**src/rtl/io_wait_pkg.sv**
```systemverilog
// Package: shared widths and helpers for the IO wait-state generator.
// Assumes wait counts never exceed 2**WAIT_W - 1.
package io_wait_pkg;
    localparam int WAIT_W = 3;
    localparam int PER_W  = WAIT_W;
    localparam logic [PER_W-1:0] PER_MAX = {PER_W{1'b1}};

    // Saturating increment for the period counter.
    function automatic logic [PER_W-1:0] sat_inc(input logic [PER_W-1:0] v);
        return (v == PER_MAX) ? v : v + 1'b1;
    endfunction
endpackage

```
**src/rtl/io_wait_capture.sv**
```systemverilog
// Captures the per-cycle setup: wait count in the first period, and the
// IO select seen in the first or second period. Assumes one-hot phase flags.
module io_wait_capture
    import io_wait_pkg::*;
#(
    parameter int W = WAIT_W
) (
    input  logic         clk,
    input  logic         rst_n,
    input  logic         ph_t1,
    input  logic         ph_t2,
    input  logic         io_sel,
    input  logic [W-1:0] wait_cnt,
    output logic [W-1:0] cnt_q,
    output logic         sel_q
);
    // Hold the wait count taken in the first period.
    always_ff @(posedge clk) begin
        if (!rst_n)     cnt_q <= '0;
        else if (ph_t1) cnt_q <= wait_cnt;
    end

    // Remember an IO select seen in the first or second period.
    always_ff @(posedge clk) begin
        if (!rst_n)     sel_q <= 1'b0;
        else if (ph_t1) sel_q <= io_sel;
        else if (ph_t2) sel_q <= sel_q | io_sel;
    end
endmodule

```
**src/rtl/io_wait_period_ctr.sv**
```systemverilog
// Counts periods elapsed since the start of the second period. It reads 0
// during the second period, 1 in the third, 2 in the first wait period, and so on.
// It saturates at its maximum and clears in the first and final periods.
module io_wait_period_ctr
    import io_wait_pkg::*;
#(
    parameter int W = PER_W
) (
    input  logic         clk,
    input  logic         rst_n,
    input  logic         ph_t1,
    input  logic         ph_t2,
    input  logic         ph_t3,
    input  logic         ph_tw,
    input  logic         ph_t4,
    output logic [W-1:0] per_q
);
    logic in_body;
    assign in_body = ph_t2 | ph_t3 | ph_tw;

    // Advance through the body of the cycle, clear at its ends.
    always_ff @(posedge clk) begin
        if (!rst_n)              per_q <= '0;
        else if (ph_t1 || ph_t4) per_q <= '0;
        else if (in_body)        per_q <= (per_q == {W{1'b1}}) ? per_q : per_q + 1'b1;
    end
endmodule

```
**src/rtl/io_wait_decode.sv**
```systemverilog
// Forms the ready request: low while the cycle is a selected IO cycle, the
// bus is in the second, third or a wait period, and fewer than N periods have
// passed since the second period began. High otherwise and during reset.
module io_wait_decode #(
    parameter int W = 3
) (
    input  logic         rst_n,
    input  logic         ph_t2,
    input  logic         ph_t3,
    input  logic         ph_tw,
    input  logic         io_sel,
    input  logic         sel_q,
    input  logic [W-1:0] cnt_q,
    input  logic [W-1:0] per_q,
    output logic         rdy_req
);
    logic active;
    logic in_body;
    logic in_window;

    // Select may still arrive during the second period itself.
    always_comb begin
        active    = sel_q | (ph_t2 & io_sel);
        in_body   = ph_t2 | ph_t3 | ph_tw;
        in_window = active & in_body & (per_q < cnt_q);
        rdy_req   = !rst_n | !in_window;
    end
endmodule

```
**src/rtl/io_wait_gen.sv**
```systemverilog
// Top of the IO wait-state request generator. Drives the ready request that
// feeds the clock synchronizer so that a selected IO cycle gains exactly
// wait_cnt extra clocks. Assumes one-hot phase flags from the bus controller.
module io_wait_gen
    import io_wait_pkg::*;
(
    input  logic              clk,
    input  logic              rst_n,
    input  logic              ph_t1,
    input  logic              ph_t2,
    input  logic              ph_t3,
    input  logic              ph_tw,
    input  logic              ph_t4,
    input  logic              io_sel,
    input  logic [WAIT_W-1:0] wait_cnt,
    output logic              rdy_req
);
    logic [WAIT_W-1:0] cnt_q;
    logic              sel_q;
    logic [PER_W-1:0]  per_q;

    io_wait_capture #(.W(WAIT_W)) u_cap (
        .clk(clk), .rst_n(rst_n), .ph_t1(ph_t1), .ph_t2(ph_t2),
        .io_sel(io_sel), .wait_cnt(wait_cnt), .cnt_q(cnt_q), .sel_q(sel_q)
    );

    io_wait_period_ctr #(.W(PER_W)) u_ctr (
        .clk(clk), .rst_n(rst_n), .ph_t1(ph_t1), .ph_t2(ph_t2),
        .ph_t3(ph_t3), .ph_tw(ph_tw), .ph_t4(ph_t4), .per_q(per_q)
    );

    io_wait_decode #(.W(WAIT_W)) u_dec (
        .rst_n(rst_n), .ph_t2(ph_t2), .ph_t3(ph_t3), .ph_tw(ph_tw),
        .io_sel(io_sel), .sel_q(sel_q), .cnt_q(cnt_q), .per_q(per_q),
        .rdy_req(rdy_req)
    );
endmodule

```
**config.mk**
```make
export PLATFORM = sky130hd
export DESIGN_NAME = io_wait_gen
export DESIGN_NICKNAME = d
export VERILOG_FILES = /design/src/rtl/io_wait_pkg.sv /design/src/rtl/io_wait_capture.sv /design/src/rtl/io_wait_period_ctr.sv /design/src/rtl/io_wait_decode.sv /design/src/rtl/io_wait_gen.sv
export SDC_FILE = /design/constraint.sdc
export NUM_CORES = 1
export LEC_CHECK = 0
export ABC_AREA = 0
export CAP_MARGIN = 15
export CORE_AREA = 2 2 39 41
export DETAILED_ROUTE_END_ITERATION = 7
export DIE_AREA = 0 0 41 43
export HOLD_SLACK_MARGIN = 0.06
export RECOVER_POWER = 50
export REMOVE_ABC_BUFFERS = 1
export SLEW_MARGIN = 0
export SYNTH_ARGS = -nofsm -noshare
export SYNTH_HDL_FRONTEND = slang
export SYNTH_SLANG_ARGS = --single-unit
```
**constraint.sdc**
```tcl
create_clock -name clk -period 1.5 [get_ports clk]
set_input_delay 0.225 -clock clk [delete_from_list [all_inputs] [get_ports clk]]
set_output_delay 0.225 -clock clk [all_outputs]
set_load 0.005 [all_outputs]
```
==> impl_metrics.tcl <==
set metrics [dict create \
    start_util_pct 28.6 \
    ir_worst_vdd_v 0.000352 \
    via_per_inst 4.59 \
    relSlewSlack_pct 81.4 \
    p_per_area_nw_per_um2 757 \
    clockBufferDepth 2 \
    critPathKind "input port to primary output" \
    r2r_start "u_ctr.per_q[1]$_SDFFE_PP0P_" \
    maxCapViolations 0 \
    min_from "io_sel" \
    fp-row-count 14 \
    routedWlPerCell_um 10.4 \
    drive_gt1_share_pct 30.0 \
    syn_inst 40 \
    fin_crit_ns 1.44 \
    syn_area_per_cell_um2 9.88 \
    place.gp.congestion 0.772 \
    ys_types 18 \
    syn_area_um2 395 \
    ys_ff_latch 7 \
    cts_tree "yes" \
    via_count 349 \
    synth-seq-area-share_pct 35.4 \
    max_slew.worst_pin.slew_ns 0.279 \
    cts_buffers 3 \
    die_h_um 43 \
    p_leak_uw 0.000252 \
    hpwlAfterDp_um 594 \
    yosys_warnings 0 \
    diodes 0 \
    area_growth_pct 50.0 \
    ff2ff_setup_slack_ns 0.08 \
    clk_pin_slew_ns 0.05 \
    setup_viol 0 \
    hold_violations 0 \
    cp-startpoint "ph_tw" \
    drv_slew 0 \
    grt_util_all_layers_pct 11.0 \
    wl_um 787 \
    grt_pass1_wl_um 1180 \
    start_kind "input port" \
    timing.final.crit_share_pct 95.9 \
    arrival_ns 1.21 \
    fmax_mhz 695 \
    die_area_um2 1760 \
    ios 12 \
    postCtsHoldBufs 0 \
    core_um2 1380 \
    grt_start_max_net_pins 7 \
    design_area_um2 593 \
    cts_sinks 7 \
    drc 0 \
    drt_iter0_markers 3 \
    fin_worst_skew_ns 0.0000442 \
    cts-htree-levels 1 \
    placed_area_um2 559 \
    first_pass_iters 2 \
    fp.dieW_um 41 \
    crit_required_ns 1.27 \
    portBuffers 11 \
    layout.nets 76 \
    cts_root_buf "clkbuf_4" \
    outcome "completed" \
    grt_pass1_vias 291 \
    grt.overflow.total 0 \
    clk_latency_ns 0.25 \
    final_antenna_net_count 0 \
    antenna_found_initial 0 \
    power_uw 449 \
    cp_max_fo 2 \
    min-delay-path-class "input port to register" \
    rsz0062_at_grt "no" \
    critPathCaptureType "primary output" \
]
==> state kept, by name, summed over array words and instances (netlist names) <==
name and cells:
u_cap.cnt_q 3, u_ctr.per_q 3, u_cap.sel_q 1
==> power by group <==
group / leakage (uW) / internal (uW) / switching, uW
clock: 0.0000150 / 102 / 71.1
combinational: 0.000179 / 48.7 / 28.0
sequential: 0.0000581 / 195 / 4.89
==> final cells by class <==
| type | instances | area [um^2] |
|---|---|---|
| repair buffers | 17 | 144 |
| fillers | 141 | 791 |
| multi-input cells | 29 | 249 |
| well taps | 16 | 20.0 |
| flip-flops and latches | 7 | 143 |
| inverters | 3 | 11.3 |
| clock buffers | 4 | 26.3 |
==> metrics by stage <==
| step | util [%] | hold WS, ns | std cells | TNS, ns | setup WS [ns] |
|---|---|---|---|---|---|
| final | 42.9 | 0.440 | 76 | 0 | 0.0616 |
| after global routing | 42.9 | 0.464 | 76 | 0 | 0.00343 |
| after CTS | 42.6 | 0.426 | 76 | 0 | 0.0172 |
| after detailed placement | 40.4 | 0.493 | 72 | -0.388 | -0.388 |
| after global placement | 40.4 | 0.470 | 72 | -0.382 | -0.382 |
| after floorplan | - | 0.353 | 39 | 0 | 0.258 |
==> metal layers <==
layer / global-route usage, % / share of wire (%) / vias to the layer above
met1: 14.5 / 50 / 146
met5: 0 / 0 / -
met3: 3.14 / 6.7 / 4
met2: 12.5 / 40 / 13
li1: - / - / 186
met4: 12.0 / 3.2 / 0
==> cell usage after synthesis, drive strengths merged <==
cell,count,area [um^2]
or3,1,6.26
o211ai,2,15.0
nand2,2,7.51
o21ai,3,15.0
buf,1,11.3
dfxtp,7,140
inv,3,11.3
ha,4,50.1
a21oi,2,10.0
nor4b,1,8.76
nor2b,3,18.8
nand2b,2,12.5
nor3b,1,18.8
nor3,1,10.0
o31ai,2,15.0
a21boi,2,15.0
mux2i,3,30.0
==> cells in the final DEF (no fill, tap or decap), types with 2 or more instances in the layout <==
master,Yosys,layout
a21oi_2,0,2
buf_4,0,5
clkbuf_1,0,2
clkbuf_4,0,3
clkdlybuf4s50_1,0,7
dfxtp_1,7,5
dfxtp_2,0,2
dlygate4sd2_1,0,2
ha_1,4,3
inv_1,3,2
mux2i_1,3,3
nand2_1,2,2
nand2b_1,2,2
nor2b_1,3,3
o211ai_1,2,2
o21ai_0,3,2
o31ai_1,2,2
==> repair_timing <==
| item | in CTS | in global routing |
|---|---|---|
| pin swaps | 1 | 0 |
| gates resized for setup | 10 | 4 |
| buffers inserted | 0 | 0 |
| endpoints found under the setup margin | 1 | 1 |
==> cells by family (layout without fill, tap and decap cells) <==
kind of cell             after synthesis  count (layout)  share of synthesized area (%)
multiplexers                           3               3                           7.60
AND/OR/NAND/NOR                       11              11                           20.9
AO/OA/AOI/OAI                         11              11                           17.7
buffers and inverters                  4              24                           5.70
adder cells (fa/ha/maj)                4               4                           12.7
flip-flops                             7               7                           35.4
==> path summary, 6_finish.rpt <==
check / end / depth (start not counted)
hold / removal: u_cap.sel_q$_SDFFE_PN0P_ / 3
setup / recovery: rdy_req / 5
setup reg to reg: u_ctr.per_q[0]$_SDFFE_PP0P_ / 5
hold reg to reg: u_cap.sel_q$_SDFFE_PN0P_ / 2
==> worst max-delay path: stages <==
cell             delay, ns
clkdlybuf4s50_1       0.48
nor3_2                0.05
nor4b_2               0.23
o21ai_1               0.10
buf_2                 0.13
Power figures use the tool's default switching activity.
